**config.mk**
```make
export PLATFORM = sky130hd
export DESIGN_NAME = pstore_buf
export DESIGN_NICKNAME = d
export VERILOG_FILES = /design/src/rtl/pstore_pkg.sv /design/src/rtl/pstore_ptrs.sv /design/src/rtl/pstore_entries.sv /design/src/rtl/pstore_fwd.sv /design/src/rtl/pstore_buf.sv
export SDC_FILE = /design/constraint.sdc
export NUM_CORES = 1
export LEC_CHECK = 0
export ABC_AREA = 1
export BUFFER_PORTS_ARGS = -buffer_cell sky130_fd_sc_hd__buf_2
export CORE_ASPECT_RATIO = 1.4
export CORE_MARGIN = 3
export CORE_UTILIZATION = 57
export DETAILED_ROUTE_END_ITERATION = 10
export PLACE_DENSITY = 0.78
export SLEW_MARGIN = 40
export SYNTH_ARGS = -nofsm -noshare
export SYNTH_HDL_FRONTEND = slang
export SYNTH_SLANG_ARGS = --single-unit
```
**constraint.sdc**
```tcl
create_clock -name clk -period 6.6 [get_ports clk]
set_clock_uncertainty 0.2 [all_clocks]
set_input_delay 1.32 -clock clk [delete_from_list [all_inputs] [get_ports clk]]
set_output_delay 1.32 -clock clk [all_outputs]
set_load 0.005 [all_outputs]
```
**src/rtl/pstore_pkg.sv**
```systemverilog
package pstore_pkg;
   // Per-entry state bits: allocated, address known, data known, commit granted
   typedef struct packed {
      logic vld;
      logic av;
      logic dv;
      logic cm;
   } sb_flags_t;
endpackage

```
**src/rtl/pstore_ptrs.sv**
```systemverilog
module pstore_ptrs #(
   parameter int unsigned DEPTH = 8,
   parameter int unsigned PTRW  = 4
) (
   input  logic            clk,
   input  logic            rst_n,
   input  logic            alloc_fire,
   input  logic            drain_fire,
   output logic [PTRW-1:0] head_ptr,
   output logic [PTRW-1:0] tail_ptr,
   output logic [PTRW-1:0] count,
   output logic            full
);
   logic [PTRW-1:0] head_q, tail_q;

   always_ff @(posedge clk or negedge rst_n) begin
      if (!rst_n) begin
         head_q <= '0;
         tail_q <= '0;
      end else begin
         if (alloc_fire) tail_q <= tail_q + PTRW'(1);
         if (drain_fire) head_q <= head_q + PTRW'(1);
      end
   end

   assign head_ptr = head_q;
   assign tail_ptr = tail_q;
   assign count    = tail_q - head_q;
   assign full     = (count == PTRW'(DEPTH));
endmodule

```
**src/rtl/pstore_entries.sv**
```systemverilog
module pstore_entries
   import pstore_pkg::*;
#(
   parameter int unsigned DEPTH = 8,
   parameter int unsigned IDXW  = 3,
   parameter int unsigned AW    = 16,
   parameter int unsigned DW    = 32
) (
   input  logic            clk,
   input  logic            rst_n,
   input  logic            alloc_fire,
   input  logic [IDXW-1:0] alloc_idx,
   input  logic            addr_we,
   input  logic [IDXW-1:0] addr_idx,
   input  logic [AW-1:0]   addr_val,
   input  logic            data_we,
   input  logic [IDXW-1:0] data_idx,
   input  logic [DW-1:0]   data_val,
   input  logic            cmt_we,
   input  logic [IDXW-1:0] cmt_idx,
   input  logic            drain_fire,
   input  logic [IDXW-1:0] drain_idx,
   output sb_flags_t       flags_o [DEPTH],
   output logic [AW-1:0]   addr_o  [DEPTH],
   output logic [DW-1:0]   data_o  [DEPTH]
);
   for (genvar e = 0; e < DEPTH; e++) begin : g_ent
      logic          vld_q, av_q, dv_q, cm_q;
      logic [AW-1:0] a_q;
      logic [DW-1:0] d_q;
      logic          hit_alloc, hit_drain, hit_a, hit_d, hit_c;

      assign hit_alloc = alloc_fire && (alloc_idx == IDXW'(e));
      assign hit_drain = drain_fire && (drain_idx == IDXW'(e));
      assign hit_a     = addr_we && (addr_idx == IDXW'(e)) && vld_q;
      assign hit_d     = data_we && (data_idx == IDXW'(e)) && vld_q;
      assign hit_c     = cmt_we  && (cmt_idx  == IDXW'(e)) && vld_q;

      always_ff @(posedge clk or negedge rst_n) begin
         if (!rst_n) begin
            vld_q <= 1'b0;
            av_q  <= 1'b0;
            dv_q  <= 1'b0;
            cm_q  <= 1'b0;
         end else if (hit_alloc) begin
            vld_q <= 1'b1;
            av_q  <= 1'b0;
            dv_q  <= 1'b0;
            cm_q  <= 1'b0;
         end else if (hit_drain) begin
            vld_q <= 1'b0;
            av_q  <= 1'b0;
            dv_q  <= 1'b0;
            cm_q  <= 1'b0;
         end else begin
            if (hit_a) av_q <= 1'b1;
            if (hit_d) dv_q <= 1'b1;
            if (hit_c) cm_q <= 1'b1;
         end
      end

      always_ff @(posedge clk) begin
         if (hit_a) a_q <= addr_val;
         if (hit_d) d_q <= data_val;
      end

      assign flags_o[e] = '{vld: vld_q, av: av_q, dv: dv_q, cm: cm_q};
      assign addr_o[e]  = a_q;
      assign data_o[e]  = d_q;
   end
endmodule

```
**src/rtl/pstore_fwd.sv**
```systemverilog
module pstore_fwd
   import pstore_pkg::*;
#(
   parameter int unsigned DEPTH = 8,
   parameter int unsigned IDXW  = 3,
   parameter int unsigned PTRW  = 4,
   parameter int unsigned AW    = 16,
   parameter int unsigned DW    = 32
) (
   input  sb_flags_t       flags_i [DEPTH],
   input  logic [AW-1:0]   addr_i  [DEPTH],
   input  logic [DW-1:0]   data_i  [DEPTH],
   input  logic [PTRW-1:0] head_ptr,
   input  logic [PTRW-1:0] count,
   input  logic [AW-1:0]   ld_addr,
   input  logic [PTRW-1:0] ld_tag,
   output logic            ld_fwd,
   output logic            ld_unk,
   output logic [DW-1:0]   ld_data
);
   logic [PTRW-1:0] span, n_old;
   logic [IDXW-1:0] slot;

   // Stores older than the load are the first n_old positions from the head.
   // A tag already passed by the head gives a span above the occupancy.
   assign span  = ld_tag - head_ptr;
   assign n_old = (span > count) ? '0 : span;

   // Walk oldest to youngest; a later (younger) candidate overrides.
   always_comb begin
      ld_fwd  = 1'b0;
      ld_unk  = 1'b0;
      ld_data = '0;
      slot    = '0;
      for (int k = 0; k < DEPTH; k++) begin
         slot = head_ptr[IDXW-1:0] + IDXW'(k);
         if ((PTRW'(k) < n_old) && flags_i[slot].vld) begin
            if (!flags_i[slot].av) begin
               ld_fwd  = 1'b0;
               ld_unk  = 1'b1;
               ld_data = '0;
            end else if (addr_i[slot] == ld_addr) begin
               if (flags_i[slot].dv) begin
                  ld_fwd  = 1'b1;
                  ld_unk  = 1'b0;
                  ld_data = data_i[slot];
               end else begin
                  ld_fwd  = 1'b0;
                  ld_unk  = 1'b1;
                  ld_data = '0;
               end
            end
         end
      end
   end
endmodule

```
**src/rtl/pstore_buf.sv**
```systemverilog
module pstore_buf
   import pstore_pkg::*;
#(
   parameter int unsigned DEPTH = 8,
   parameter int unsigned AW    = 16,
   parameter int unsigned DW    = 32,
   localparam int unsigned IDXW = $clog2(DEPTH),
   localparam int unsigned PTRW = IDXW + 1
) (
   input  logic            clk,
   input  logic            rst_n,
   input  logic            alloc_req,
   output logic            alloc_ok,
   output logic [PTRW-1:0] alloc_tag,
   input  logic            addr_we,
   input  logic [IDXW-1:0] addr_idx,
   input  logic [AW-1:0]   addr_val,
   input  logic            data_we,
   input  logic [IDXW-1:0] data_idx,
   input  logic [DW-1:0]   data_val,
   input  logic            cmt_we,
   input  logic [IDXW-1:0] cmt_idx,
   output logic            mem_wr_valid,
   input  logic            mem_wr_ready,
   output logic [AW-1:0]   mem_wr_addr,
   output logic [DW-1:0]   mem_wr_data,
   input  logic [AW-1:0]   ld_addr,
   input  logic [PTRW-1:0] ld_tag,
   output logic            ld_fwd,
   output logic            ld_unk,
   output logic [DW-1:0]   ld_data
);
   // Elaboration-time parameter checks
   if (DEPTH < 2 || (DEPTH & (DEPTH - 1)) != 0) begin : g_bad_depth
      $error("pstore_buf: DEPTH must be a power of two of at least 2");
   end
   if (AW < 1 || DW < 1) begin : g_bad_width
      $error("pstore_buf: AW and DW must be positive");
   end

   logic            alloc_fire, drain_fire, full;
   logic [PTRW-1:0] head_ptr, tail_ptr, count;
   logic [IDXW-1:0] head_idx;
   sb_flags_t       flags [DEPTH];
   logic [AW-1:0]   addrs [DEPTH];
   logic [DW-1:0]   datas [DEPTH];

   assign alloc_ok   = !full;
   assign alloc_fire = alloc_req && !full;
   assign alloc_tag  = tail_ptr;
   assign head_idx   = head_ptr[IDXW-1:0];

   pstore_ptrs #(.DEPTH(DEPTH), .PTRW(PTRW)) u_ptrs (
      .clk        (clk),
      .rst_n      (rst_n),
      .alloc_fire (alloc_fire),
      .drain_fire (drain_fire),
      .head_ptr   (head_ptr),
      .tail_ptr   (tail_ptr),
      .count      (count),
      .full       (full)
   );

   pstore_entries #(.DEPTH(DEPTH), .IDXW(IDXW), .AW(AW), .DW(DW)) u_ent (
      .clk        (clk),
      .rst_n      (rst_n),
      .alloc_fire (alloc_fire),
      .alloc_idx  (tail_ptr[IDXW-1:0]),
      .addr_we    (addr_we),
      .addr_idx   (addr_idx),
      .addr_val   (addr_val),
      .data_we    (data_we),
      .data_idx   (data_idx),
      .data_val   (data_val),
      .cmt_we     (cmt_we),
      .cmt_idx    (cmt_idx),
      .drain_fire (drain_fire),
      .drain_idx  (head_idx),
      .flags_o    (flags),
      .addr_o     (addrs),
      .data_o     (datas)
   );

   // Head drains only with address, data and commit permission all present
   assign mem_wr_valid = flags[head_idx].vld && flags[head_idx].av &&
                         flags[head_idx].dv  && flags[head_idx].cm;
   assign mem_wr_addr  = addrs[head_idx];
   assign mem_wr_data  = datas[head_idx];
   assign drain_fire   = mem_wr_valid && mem_wr_ready;

   pstore_fwd #(.DEPTH(DEPTH), .IDXW(IDXW), .PTRW(PTRW), .AW(AW), .DW(DW)) u_fwd (
      .flags_i  (flags),
      .addr_i   (addrs),
      .data_i   (datas),
      .head_ptr (head_ptr),
      .count    (count),
      .ld_addr  (ld_addr),
      .ld_tag   (ld_tag),
      .ld_fwd   (ld_fwd),
      .ld_unk   (ld_unk),
      .ld_data  (ld_data)
   );
endmodule

```
After elaboration in Yosys (flattened, before gate mapping)
Cells that the tools add are included.
- register bits after elaboration: 424
- bits in latches: 0
- RAM bits: 0
- bits in read-only memories: 0
- input port bits: 84
- output and inout port bits: 88
- word-level logic and storage cells: 502
- memories: 0
- add/subtract/negate cells: 11
- multipliers: 0
- divide/modulo/power cells: 0
- $lt $le $gt $ge: 17
- equal/unequal tests: 44
- shifts and indexed selects: 0
- multiplexer cells: 257
- bitwise logic cells: 8
- reductions and logical operators: 115
- operators with widths (operator ; count):
    2-to-1 mux 32 bit ; 48
    binary-select mux 32 bit (select 3 bit) ; 8
    binary-select mux 16 bit (select 3 bit) ; 8
    2-to-1 mux 16 bit ; 16
    2-to-1 mux 1 bit ; 152
    equality test 16 bit ; 8
    binary-select mux 4 bit (select 3 bit) ; 8
    logical AND 1 bit ; 77
    nonzero test 3 bit ; 24
    2-to-1 mux 4 bit ; 17
    equality test 3 bit (second input constant) ; 20
    greater-or-equal comparator 4 bit (second input constant) ; 8
    NOT 3 -> 4 bit ; 8
    equality test 3 x 2 -> 1 bit (second input constant) ; 10
    less-than comparator 3 x 4 -> 1 bit (first input constant) ; 4
    nonzero test 2 bit ; 8
    equality test 3 x 1 -> 1 bit (second input constant) ; 5
    logical NOT 3 bit ; 5
    adder 3 bit (second input constant) ; 4
    adder 4 x 1 -> 4 bit (second input constant) ; 2
    less-than comparator 1 x 4 -> 1 bit (first input constant) ; 2
    less-than comparator 2 x 4 -> 1 bit (first input constant) ; 2
    subtractor 4 bit ; 2
    adder 3 x 2 -> 3 bit (second input constant) ; 2
    4 further kinds ; 4

Logic depth before layout (Yosys ltp)
- word-level depth: 29
- mapped depth: 41

Cells and area by module
From an unflattened synthesis, not the netlist that was laid out.
- cells, all modules: 5605
- area total of the unflattened synthesis: 36263.5 µm²
- by module, submodules not included (module ; instances ; cells an instance ; area an instance (µm²) ; sequential area each (µm²)):
    pstore_fwd ; 1 ; 4156 ; 18878.1 ; 0.0
    pstore_entries ; 1 ; 642 ; 13367.8 ; 12331.8
    pstore_buf ; 1 ; 753 ; 3514.6 ; 0.0
    pstore_ptrs ; 1 ; 54 ; 503.0 ; 200.2

Worst setup path after synthesis
Ideal clock, no wire load.
- path kind: reg2out
- start point: register u_ptrs.head_q[2], in the netlist u_ptrs.head_ptr[2]
- end point: output ld_data[21]
- arrival: 4787 ps
- data required time: 5080 ps
- setup slack: 293 ps
- stages on the path, launching flop included: 40
- path buffers: 7
- path through: dfrtp_1 -> inv_1 -> buf_2 -> buf_1 -> clkbuf_1 -> clkbuf_1 -> clkbuf_1 -> ha_1 -> a21oi_1 -> o21ai_0 -> xnor2_1 -> ha_1 -> nand2_1 -> inv_1 -> nand2_1 -> nand2_1 -> nand2_1 -> nand2_1 -> (+4 left out) -> nor2_2 -> buf_4 -> nand2_1 -> nand3_1 -> nand2_1 -> nand2_1 -> nand2_1 -> nand2_1 -> nand2_1 -> nand2_1 -> nand2_1 -> nand2_1 -> nand2_1 -> nand2_1 -> nand2_1 -> nand2_2 -> buf_4 -> nor2_1
- longest elaborated chain between the ends: 29
- RTL lines (what ; line ; source):
    from (decl) ; pstore_ptrs.sv:14 ; logic [PTRW-1:0] head_q, tail_q;
    from (signal assigned) ; pstore_ptrs.sv:22 ; if (drain_fire) head_q <= head_q + PTRW'(1);
    parallel branches: the longest is 28 deep, another holds subtractor 4 bit ; n/a ;
    2-to-1 mux 32 bit * ; pstore_fwd.sv:37 ; if ((PTRW'(k) < n_old) && flags_i[slot].vld) begin
    to (decl) ; pstore_buf.sv:31 ; output logic [DW-1:0] ld_data
Mark *: on every way between the ends. The select of a mux whose other input is x is not followed.

Worst setup path in the final report
- start point: register u_ptrs.head_q[0], in the netlist u_ptrs.head_ptr[0]
- end point: output ld_data[25]
Same word-level chain as after synthesis.

==> results.cfg <==
[yosys]
yosys-top-cells-count = nand2_1 (1599), nand3_1 (782), o21ai_0 (553), edfxtp_1 (384), nor2_1 (263)
synth_adder_area_share_pct = 1.06
synth_ff_type = edfxtp_1
synth_seq_cells = 424
synth_compound_area_share_pct = 14.6
synth_seq_area_share_pct = 39.1
synth-async-reset-ratio_pct = 9.43
synth_top_family_by_area = simple AND/OR/NAND/NOR gates
yosysTopAreaCell = edfxtp_1
synth-edff-count = 384
yosys.area.top_type_share_pct = 36.0
synthesis.area_um2 = 32000
synth_mux_area_share_pct = 0.406
synth_nets = 4789
syn-mean-instance-area_um2 = 6.85
synthTopCellsByArea = edfxtp_1 (36%), nand2_1 (19%), nand3_1 (12%), o21ai_0 (8.6%), dfrtp_1 (3.1%)
synth.most_common_cell = nand2_1
synth_cells = 4679
ys_warn_count = 0
synth-simple-area-share_pct = 35.1
synth.distinct_cells = 43
synthXorXnorAreaFrac_pct = 2.30

[detailed_routing]
drt_wl_total_um = 112000
ant_nets = 0
wire_per_inst_um = 20.5
vias = 33800
viasPerCell = 6.21
drtIter0Drc = 3915
dr.pass1.iters = 6
drc = 0

[finish]
layout.nets = 4779
drive_gt1_share_pct = 9.39
nFillCells = 4934
synthToLayoutAreaGrowth_pct = 11.5
design_area_um2 = 35700
finalCoreUtilization_pct = 64.3

[placed_design]
postPlaceCellArea_um2 = 33400
port_buffers = 171
place_congestion = 0.988
dpl.hpwl_um = 68900

[clocking]
cts.root.buffer_cell = clkbuf_16
path_clk_slew_ns = 0.06
clock_path_buffers = 3
cts_tree = built
clk_latency_ns = 0.59
htreeDepth = 2
cts.sinks = 424
cts-hold-fix-buffers = 0
numCtsBuffers = 45

[floorplan]
dieArea_um2 = 59100
rows = 102
chipHeight_um = 287
die_w_um = 206
io_pins = 172
core_area_um2 = 55500
initial_core_util_pct = 57.7

[timing]
layout_min_cycle_time_ns = 6.57
whs_ns = 0.317
setup_viol = 0
relSlewSlack_pct = 43.4
rsz0062_at_grt = true
tightestPinTransition_ns = 0.849
drv_slew = 0
period_share_pct = 99.6
fmax_ghz = 0.152
finalHoldViolCount = 0

[global_routing]
grt_pass1_vias = 30800
grt_pass1_wl_um = 166000
grt_usage_pct = 36.0
grt_max_degree = 215
overflow = 0
antenna_found_initial = 11

[power_and_ir_drop]
ir_worst_vdd_mv = 0.484
switching_share_pct = 55.0
pwr-share-clk_pct = 13.5
total_power_uw = 20100
p_leak_uw = 0.0157
p_int_uw = 9030
power_switching_uw = 11000
p_comb_share_pct = 70.2
seqPwrFrac_pct = 16.4
p_per_area_nw_per_um2 = 562

[run]
cap_violations = 0

[critical_path]
worstPathRequired_ns = 5.08
cp_max_fo = 53
critPathLaunchType = register
crit_arrival_ns = 5.05
critPathKind = register to primary output
end_kind = primary output

[min_path]
hold_class = register to register

[outcome]
run_status = complete, no violations
==> critical path, cell delays in order, from the launching register on <==
cell	delay [ns]
dfrtp_4	0.54
clkinv_8	0.21
ha_4	0.46
clkinv_8	0.23
nand3_1	0.18
o21ai_1	0.09
o21ai_0	0.24
xor2_1	0.33
nand3_1	0.18
nor4_4	0.37
nand2_1	0.17
nor2_4	0.18
buf_8	0.33
a22oi_1	0.22
nand2_4	0.21
clkbuf_16	0.26
nor2_4	0.05
buf_2	0.12
==> through the flow <==
stage	setup TNS (ns)	cells	setup slack (ns)
2_1_floorplan	0	4679	0.293
3_3_place_gp	0	5332	0.106
3_5_place_dp	-0.00649	5332	-0.00649
4_1_cts	0	5416	0.00571
5_1_grt	-3.91	5442	-0.178
6_report	0	5442	0.0286
==> cell usage in the layout, fill, tap and decap left out, drive strengths merged, types with 43 or more instances in the layout <==
| cell type | netlist | final |
|---|---|---|
| edfxtp | 384 | 384 |
| o21ai | 569 | 569 |
| inv | 254 | 253 |
| nand3 | 783 | 783 |
| buf | 185 | 269 |
| clkbuf | 147 | 63 |
| o211ai | 94 | 94 |
| a21oi | 82 | 82 |
| nand2 | 1600 | 1600 |
| a31oi | 43 | 43 |
| xor2 | 79 | 79 |
| nor2 | 266 | 266 |
==> cell families (layout without fill, tap and decap cells) <==
group | Yosys count | after routing
compound gates | 845 | 845
flops | 424 | 424
simple gates | 2699 | 2699
mux | 13 | 13
xor+xnor | 84 | 84
buf+inv | 588 | 615
other cells | 0 | 8
fa+ha+maj | 26 | 26
==> area by class of cell <==
class                           instances  area (um2)  area share [%]
Tap cell                              728         911            2.55
Inverter                              256        1020            2.84
Clock buffer                           57        1270            3.54
Sequential cell                       424       12500            35.1
Timing Repair Buffer                  275        2070            5.80
Multi-Input combinational cell       3667       17600            49.3
Clock inverter                         27         295           0.827
Antenna cell                            8        20.0          0.0560
==> power groups by stage <==
| stage | registers [uW] | logic [uW] | clock network, uW |
|---|---|---|---|
| floorplan | 3290 | 9350 | 0 |
| global placement | 3340 | 12800 | 0 |
| detailed placement | 3340 | 12900 | 0 |
| CTS | 3290 | 13000 | 2720 |
| global route | 3300 | 15500 | 2840 |
| finish | 3280 | 14100 | 2700 |
==> registers in the layout, indices dropped and copies added (netlist names) <==
register	flops
u_ent.g_ent.d_q	256
u_ent.g_ent.a_q	128
u_ent.g_ent.av_q	8
u_ent.g_ent.cm_q	8
u_ent.g_ent.dv_q	8
u_ent.g_ent.vld_q	8
u_ptrs.head_ptr	4
u_ptrs.tail_ptr	4
==> timing repair <==
item                       in CTS  in global routing
setup endpoints to repair      33                 34
gates resized for setup         7                101
pin swaps                       0                 17
gates cloned                    0                  6
setup buffers                   0                 10
==> final timing paths <==
kind / end / start / cells past startpoint / slack (ns)
max: ld_data[25] / u_ptrs.head_ptr[0] / 17 / 0.03
min: u_ent.g_ent[2].av_q / u_ent.g_ent[2].av_q / 2 / 0.32
max reg2reg: u_ent.g_ent[6].vld_q / u_ptrs.head_ptr[1] / 12 / 2.16
min reg2reg: u_ent.g_ent[2].av_q / u_ent.g_ent[2].av_q / 2 / 0.32
max in group asynchronous: u_ptrs.head_ptr[1] / rst_n / 1 / 5.28
min in group asynchronous: u_ent.g_ent[6].cm_q / rst_n / 1 / 0.50
==> routing by layer <==
layer	up-vias	track usage, %	part of all wire (%)
met4	4	24.9	8.0
li1	15900	-	-
met2	1993	60.2	47
met3	548	6.56	10
met1	15400	41.7	34
met5	-	0	0.028
Note: power is estimated with default switching activity, not from simulation.
